`src/rtl/sync_cond_pkg.sv`:
```
package sync_cond_pkg;

  localparam int unsigned SETUP_W_DEF = 4;
  localparam int unsigned SYNC_STAGES_DEF = 2;

  typedef enum logic [1:0] {
    VS_IDLE  = 2'd0,
    VS_COUNT = 2'd1,
    VS_ARMED = 2'd2
  } vs_state_t;

endpackage

```
`src/rtl/sync_pin_cond.sv`:
```
module sync_pin_cond #(
  parameter int unsigned STAGES = 2
) (
  input  logic clk,
  input  logic rst,
  input  logic pin_i,
  input  logic inv_i,
  output logic lvl_o,
  output logic edge_o,
  output logic edge_next_o
);

  localparam int unsigned LAST = STAGES - 1;

  logic [STAGES-1:0] sync_q;
  logic              norm_d;
  logic              lvl_q;
  logic              edge_q;

  generate
    if (STAGES < 2) begin : g_bad
      initial $error("sync_pin_cond needs at least two stages");
    end
  endgenerate

  always_ff @(posedge clk) begin
    if (rst) begin
      sync_q <= '0;
    end else begin
      sync_q <= {sync_q[LAST-1:0], pin_i};
    end
  end

  // polarity applied after synchronization, edge taken on corrected level
  assign norm_d      = sync_q[LAST] ^ inv_i;
  assign edge_next_o = norm_d & ~lvl_q;

  always_ff @(posedge clk) begin
    if (rst) begin
      lvl_q  <= 1'b0;
      edge_q <= 1'b0;
    end else begin
      lvl_q  <= norm_d;
      edge_q <= edge_next_o;
    end
  end

  assign lvl_o  = lvl_q;
  assign edge_o = edge_q;

  AST_EDGE_SINGLE_CYCLE: assert property (@(posedge clk) disable iff (rst)
    edge_q |=> !edge_q);
  AST_EDGE_WITH_LEVEL: assert property (@(posedge clk) disable iff (rst)
    edge_q |-> lvl_q);
  AST_EDGE_FROM_LOW: assert property (@(posedge clk) disable iff (rst)
    $rose(edge_q) |-> !$past(lvl_q));

endmodule

```
`src/rtl/vsetup_delay.sv`:
```
module vsetup_delay
  import sync_cond_pkg::*;
#(
  parameter int unsigned SETUP_W = SETUP_W_DEF
) (
  input  logic               clk,
  input  logic               rst,
  input  logic               v_edge_i,
  input  logic               h_edge_next_i,
  input  logic               tick_i,
  input  logic [SETUP_W-1:0] setup_i,
  output logic               v_start_o
);

  localparam logic [SETUP_W-1:0] CNT_ONE  = SETUP_W'(1);
  localparam logic [SETUP_W-1:0] CNT_ZERO = '0;

  vs_state_t          st_q;
  logic [SETUP_W-1:0] cnt_q;
  logic               vst_q;

  always_ff @(posedge clk) begin
    if (rst) begin
      st_q  <= VS_IDLE;
      cnt_q <= CNT_ZERO;
      vst_q <= 1'b0;
    end else begin
      // release uses the state before any reload in this cycle
      vst_q <= (st_q == VS_ARMED) && h_edge_next_i;
      if (v_edge_i) begin
        cnt_q <= setup_i;
        st_q  <= (setup_i == CNT_ZERO) ? VS_ARMED : VS_COUNT;
      end else begin
        case (st_q)
          VS_COUNT: begin
            if (tick_i) begin
              cnt_q <= cnt_q - CNT_ONE;
              if (cnt_q == CNT_ONE) st_q <= VS_ARMED;
            end
          end
          VS_ARMED: begin
            if (h_edge_next_i) st_q <= VS_IDLE;
          end
          default: begin
            st_q <= VS_IDLE;
          end
        endcase
      end
    end
  end

  assign v_start_o = vst_q;

  AST_LOAD_ON_VEDGE: assert property (@(posedge clk) disable iff (rst)
    v_edge_i |=> (cnt_q == $past(setup_i)) && (st_q != VS_IDLE));
  AST_TICK_STEP: assert property (@(posedge clk) disable iff (rst)
    (st_q == VS_COUNT && tick_i && !v_edge_i) |=> (cnt_q == $past(cnt_q) - CNT_ONE));
  AST_COUNT_HOLD: assert property (@(posedge clk) disable iff (rst)
    (st_q == VS_COUNT && !tick_i && !v_edge_i) |=> (st_q == VS_COUNT) && $stable(cnt_q));
  AST_ZERO_ARMS: assert property (@(posedge clk) disable iff (rst)
    (v_edge_i && setup_i == CNT_ZERO) |=> (st_q == VS_ARMED));
  AST_RELEASE_ONCE: assert property (@(posedge clk) disable iff (rst)
    (st_q == VS_ARMED && h_edge_next_i && !v_edge_i) |=> (v_start_o && st_q == VS_IDLE));
  AST_NO_START_UNARMED: assert property (@(posedge clk) disable iff (rst)
    (st_q != VS_ARMED) |=> !v_start_o);

endmodule

```
`src/rtl/sync_cond_top.sv`:
```
module sync_cond_top
  import sync_cond_pkg::*;
#(
  parameter int unsigned SETUP_W     = SETUP_W_DEF,
  parameter int unsigned SYNC_STAGES = SYNC_STAGES_DEF
) (
  input  logic               clk,
  input  logic               rst,
  input  logic               h_pin_i,
  input  logic               v_pin_i,
  input  logic               h_inv_i,
  input  logic               v_inv_i,
  input  logic [SETUP_W-1:0] vsetup_i,
  input  logic               unit_tick_i,
  output logic               h_norm_o,
  output logic               h_edge_o,
  output logic               v_start_o
);

  logic h_lvl, h_edge, h_edge_nx;
  logic v_edge;
  logic unused_v_lvl, unused_v_edge_nx;

  sync_pin_cond #(.STAGES(SYNC_STAGES)) i_h_cond (
    .clk         (clk),
    .rst         (rst),
    .pin_i       (h_pin_i),
    .inv_i       (h_inv_i),
    .lvl_o       (h_lvl),
    .edge_o      (h_edge),
    .edge_next_o (h_edge_nx)
  );

  sync_pin_cond #(.STAGES(SYNC_STAGES)) i_v_cond (
    .clk         (clk),
    .rst         (rst),
    .pin_i       (v_pin_i),
    .inv_i       (v_inv_i),
    .lvl_o       (unused_v_lvl),
    .edge_o      (v_edge),
    .edge_next_o (unused_v_edge_nx)
  );

  vsetup_delay #(.SETUP_W(SETUP_W)) i_vdelay (
    .clk           (clk),
    .rst           (rst),
    .v_edge_i      (v_edge),
    .h_edge_next_i (h_edge_nx),
    .tick_i        (unit_tick_i),
    .setup_i       (vsetup_i),
    .v_start_o     (v_start_o)
  );

  assign h_norm_o = h_lvl;
  assign h_edge_o = h_edge;

  AST_VSTART_ON_HEDGE: assert property (@(posedge clk) disable iff (rst)
    v_start_o |-> h_edge_o);
  AST_VSTART_SINGLE: assert property (@(posedge clk) disable iff (rst)
    v_start_o |=> !v_start_o);

endmodule

```
`config.mk`:
```
export PLATFORM = sky130hd
export DESIGN_NAME = sync_cond_top
export DESIGN_NICKNAME = d
export VERILOG_FILES = /design/src/rtl/sync_cond_pkg.sv /design/src/rtl/sync_pin_cond.sv /design/src/rtl/vsetup_delay.sv /design/src/rtl/sync_cond_top.sv
export SDC_FILE = /design/constraint.sdc
export NUM_CORES = 1
export LEC_CHECK = 0
export BUFFER_PORTS_ARGS = -buffer_cell sky130_fd_sc_hd__buf_2
export CAP_MARGIN = 10
export CORE_MARGIN = 10
export CORE_UTILIZATION = 35
export CTS_CLUSTER_DIAMETER = 200
export CTS_CLUSTER_SIZE = 8
export DETAILED_ROUTE_END_ITERATION = 10
export SLEW_MARGIN = 20
export SYNTH_ARGS = -nofsm -noshare
export SYNTH_HDL_FRONTEND = slang
export SYNTH_SLANG_ARGS = --single-unit
```
`constraint.sdc`:
```
create_clock -name clk -period 4.2 [get_ports clk]
set_clock_uncertainty 0.15 [all_clocks]
set_input_delay 0.42 -clock clk [delete_from_list [all_inputs] [get_ports clk]]
set_output_delay 0.42 -clock clk [all_outputs]
set_load 0.05 [all_outputs]
```
======== Word level (Yosys, flattened, before mapping) ========
Cells that the tools add are included.
Widths: inputs -> output; s select.
cells by class
  muxes and demuxes ....................... 9
  eq/ne operators ......................... 6
  bitwise gates (word level) .............. 6
  add/subtract/negate cells ............... 1
  reduce and logical (&&, ||, !) cells .... 6
operators with widths
  operator             number
  $mux 4               3
  $mux 2               5
  $ne 3x2->1 const B   2
  $eq 4x1->1 const B   1
  $logic_not 4->1      1
  $pmux 2 s2           1
  $reduce_bool 2->1    2
  $sub 4x1->4 const B  1
  $ne 3x3->1 const B   1
  $reduce_and 3->1     1
  $and 1x1->1          2
  $eq 2x1->1 const B   1
  $eq 2x2->1 const B   1
  $not 1->1            2
  $reduce_and 2->1     1
  $xor 1x1->1          2
  $logic_and 1x1->1    1
word-level totals
  output and inout bits ................... 3
  logic and storage cells ................. 37
  register bits ........................... 15
  input port bits ......................... 11

======== Logic depth before layout (Yosys ltp) ========
  depth in word-level cells ............... 5
  mapped depth ............................ 5
  gate-level depth less buffers ........... 5

======== Modules after synthesis ========
A second synthesis with hierarchy kept.
unflattened totals
  cells, all modules ...................... 59
  area total of the unflattened synthesis .. 640.6 µm²
by module, submodules not included
  module         sequential area each (µm²)  area an instance (µm²)  instances  cells an instance
  vsetup_delay   140.1                       402.9                   1          39
  sync_pin_cond  80.1                        118.9                   2          10

======== Worst setup path before layout ========
OpenSTA, ideal clock, no wires.
  path kind ............................... register to register
  from .................................... register i_vdelay.cnt_q[0]
  to ...................................... register i_vdelay.cnt_q[1]
  data arrival time ....................... 1.227 ns
  stages on the path, launching flop included .. 6
  setup time .............................. 0.070 ns
  period minus slack after synthesis ...... 1.447 ns
  path slack .............................. 2.753 ns
  data required time ...................... 3.980 ns
  buffers on the path ..................... 0
  cells stage by stage .................... dfxtp_1 > inv_1 > ha_1 > and4b_1 > a211o_1 > a21oi_1
between the ends
  longest elaborated chain between the ends .. 4
ends and longest elaborated chain
  element                   RTL line            RTL
  start: declaration        vsetup_delay.sv:19  logic [SETUP_W-1:0] cnt_q;
  start signal: assignment  vsetup_delay.sv:31  cnt_q <= setup_i;
  start signal: assignment  vsetup_delay.sv:37  cnt_q <= cnt_q - CNT_ONE;
  $sub 4x1->4               vsetup_delay.sv:37
  $mux 4                    vsetup_delay.sv:36  if (tick_i) begin
  $mux 4                    vsetup_delay.sv:34  case (st_q)
  $mux 4                    vsetup_delay.sv:30  if (v_edge_i) begin
Every way passes these cells. The select of a mux whose other input is x is not followed.
A chain may end at the register's enable or synchronous reset.

======== Worst setup path in the final report ========
  from .................................... register i_vdelay.cnt_q[1]
  to ...................................... register i_vdelay.st_q[0]
between the ends
  longest elaborated chain between the ends .. 3
ends and longest elaborated chain
  element                     RTL line            RTL
  $eq 4x1->1                  vsetup_delay.sv:38  if (cnt_q == CNT_ONE) st_q <= VS_ARMED;
  $ne 3x2->1 (no line)        -
  $reduce_and 3->1 (no line)  -
  end signal: assignment      vsetup_delay.sv:32  st_q <= (setup_i == CNT_ZERO) ? VS_ARMED : VS_COUNT;
  end: declaration            vsetup_delay.sv:18  vs_state_t st_q;
Every way passes these cells.

==> reports/qor.yml <==
outcome:
  status: "completed"
synthesis:
  syn_inst: 62
  seq_area_frac_synth_pct: 49.08
  syn_nets: 75
  yosysUniqueCellTypes: 25
  synth_top_area_share_pct: 49.08
  synth_top_area_cell: "dfxtp_1"
  synth_edf_count: 0
  postSynth.asyncResetShare_pct: 0
  synth_seq_cells: 15
  synth.avg_cell_area_sq_um: 9.868
  ys.flop_type: "dfxtp_1"
  synth.area.top_cells: "dfxtp_1, xnor2_1, nor2b_1"
  yosys_warnings: 0
  syn_area_sq_um: 611.8
floorplanning:
  fp.dieW_um: 61.81
  boundaryPins: 14
  die_height_um: 61.81
  initial_utilization_pct: 36.22
  placementRows: 15
  die_area_sq_um: 3820
  coreArea_sq_um: 1689
cts:
  postCtsSetupBuffers: 0
  cts.repair.resized: 0
  tritoncts: "done"
  clkSinkCount: 15
  clockBufferDepth: 2
  hold_buffers: 0
  cts-root-buf: "clkbuf_4"
  cts_buffers: 3
  htreeDepth: 1
  clkLatencyLatePin_ns: 0.27
  clk_pin_slew_ns: 0.09
hold_path:
  worst_hold_path.num_cells: 2
  holdCritPathClass: "input port to flip-flop"
global_route:
  antenna_found_initial: 0
  grt_max_degree: 15
  grt_first_pass_wirelength_um: 1932
  grt-ovfl-total: 0
  track_usage_pct: 6.802
  grt_pass1_vias: 493
placed_design:
  dp_hpwl_um: 885.9
  dp_slack_ns: 2.680
  io_buffer_count: 13
  dp_cells: 90
  gp_congestion: 0.6847
pwr:
  powerDensity_nw_per_um2: 396.7
  p_leak_nw: 0.3022
  ir_drop_uv: 189.2
worst_setup_path:
  cp_max_fo: 3
  slowest_stage: "or4b_1"
  cpLargestDelayFamily: "simple AND/OR/NAND/NOR gates"
  worstReg2RegStart: "i_vdelay.cnt_q[1]"
  end_kind: "flip-flop"
  cpPeakStageDelay_ns: 0.47
  path_depth: 5
  worstPathArrival_ns: 1.61
  r2r_slack_ns: 2.65
  worstSetupPathType: "flip-flop to flip-flop"
  cp.required_ns: 4.26
  reg2reg_depth: 5
  cp_cell_sequence: "inv_1 -> ha_1 -> nor4bb_1 -> or4b_1 -> a21oi_1"
  cp-endpoint: "i_vdelay.st_q[0]"
  crit_start: "i_vdelay.cnt_q[1]"
  cp.buffers_inverters: 1
  critPathLaunchType: "flip-flop"
  rr_endpoint: "i_vdelay.st_q[0]"
timing:
  hold_violations: 0
  tns_ns: 0
  hold_ws_ns: 0.1974
  relSlewSlack_pct: 69.33
  worst_pin_slew_ns: 0.4541
  rsz0062_at_grt: "no"
  min_period_over_period_pct: 36.91
  max_freq_ghz: 0.6451
  worst_slack_ns: 2.650
  slew_viol_final: 0
  setup-violations-final: 0
  layout_min_cycle_time_ns: 1.550
route:
  wl_um: 1136
  drcViolationCount: 0
  vias_per_cell: 4.894
  ant_nets: 0
  drt_iter0_drc: 10
  num_vias: 460
  wire_per_inst_um: 12.09
  firstDrtPassIters: 4
final_layout:
  register_area_sq_um: 300.3
  fillers: 172
  multiInputGateArea_sq_um: 272.8
  fin_cells: 94
  final_nets: 91
  drive_above_1_share_pct: 20.78
  antenna_cells: 0
  area_delta_synth_final_pct: 15.75
job:
  drv_cap: 0
## Yosys cell counts (2+ instances only)
cell type  count
o21a_1         3
xnor2_1        4
ha_1           2
inv_1          6
nor3_1         3
nor2_1         2
dfxtp_1       15
nor2b_1        5
a21oi_1        6
## report_power, final
part | internal [mW] | total (mW) | switching [mW]
clock network | 0.0368 | 0.0806 | 0.0438
logic | 0.0189 | 0.0400 | 0.0210
registers | 0.152 | 0.160 | 0.00828
## cell families after synthesis
group	Yosys count	synth area share, %
XOR/XNOR	4	5.725
flip-flops	15	49.08
adder cells (fa/ha/maj)	2	4.089
AND/OR/NAND/NOR	19	20.04
buffers and inverters	8	6.338
AO/OA/AOI/OAI	14	14.72
## through the flow
| stage | total power [mW] | utilization, % | cell area [sq um] |
|---|---|---|---|
| 2_1_floorplan | 0.1916 | - | 611.8 |
| 3_3_place_gp | 0.2025 | 40.37 | 681.9 |
| 3_5_place_dp | 0.2043 | 40.37 | 681.9 |
| 4_1_cts | 0.2835 | 41.93 | 708.2 |
| 5_1_grt | 0.2973 | 41.93 | 708.2 |
| 6_report | 0.2809 | 41.93 | 708.2 |
## layout make-up
class	instances	area share, %
inverters	6	3.180
clock buffers	4	3.710
flip-flops and latches	15	42.40
multi-input cells	39	38.52
repair buffers	13	9.187
well taps	17	3.004
## routing by layer
| metal | GRT usage (%) | routed length (um) | vias up |
|---|---|---|---|
| met4 | 3.185 | 12 | 0 |
| met5 | 0 | 0 | - |
| met3 | 3.455 | 53 | 2 |
| met2 | 11.71 | 579 | 9 |
| met1 | 6.643 | 491 | 208 |
| li1 | - | - | 241 |
## state kept, by name, summed over array words and instances (netlist names)
signal	flops
i_vdelay.cnt_q	4
i_h_cond.sync_q	2
i_v_cond.sync_q	2
i_vdelay.st_q	2
i_h_cond.edge_o	1
i_h_cond.lvl_o	1
i_v_cond.edge_o	1
i_v_cond.lvl_o	1
i_vdelay.v_start_o	1
## layout by cell type, fill, tap and decap left out, drive strengths merged
cell | synthesis | final
xnor2 | 4 | 4
o21ai | 1 | 1
clkbuf | 0 | 4
or3 | 1 | 1
nor4bb | 1 | 1
inv | 6 | 6
dfxtp | 15 | 15
a31oi | 1 | 1
nand2 | 1 | 1
and4b | 1 | 1
ha | 2 | 2
o21a | 3 | 3
nand3b | 1 | 1
and2 | 1 | 1
a21oi | 6 | 6
o41ai | 1 | 1
nor2 | 2 | 2
or4b | 1 | 1
nor3 | 3 | 3
nand2b | 1 | 1
nand4b | 1 | 1
a211o | 1 | 1
buf | 2 | 13
o31a | 1 | 1
nor2b | 5 | 5
## worst min-delay path by stage
stage	end	startpoint	slack [ns]
floorplan	i_v_cond.edge_o	i_v_cond.lvl_o	0.23
global placement	i_v_cond.edge_o	i_v_cond.lvl_o	0.23
detailed placement	i_v_cond.edge_o	i_v_cond.lvl_o	0.24
CTS	i_v_cond.sync_q[0]	v_pin_i	0.20
global route	i_h_cond.sync_q[0]	h_pin_i	0.19
finish	i_v_cond.sync_q[0]	v_pin_i	0.20
No activity file was read; power rests on OpenSTA's default activity.
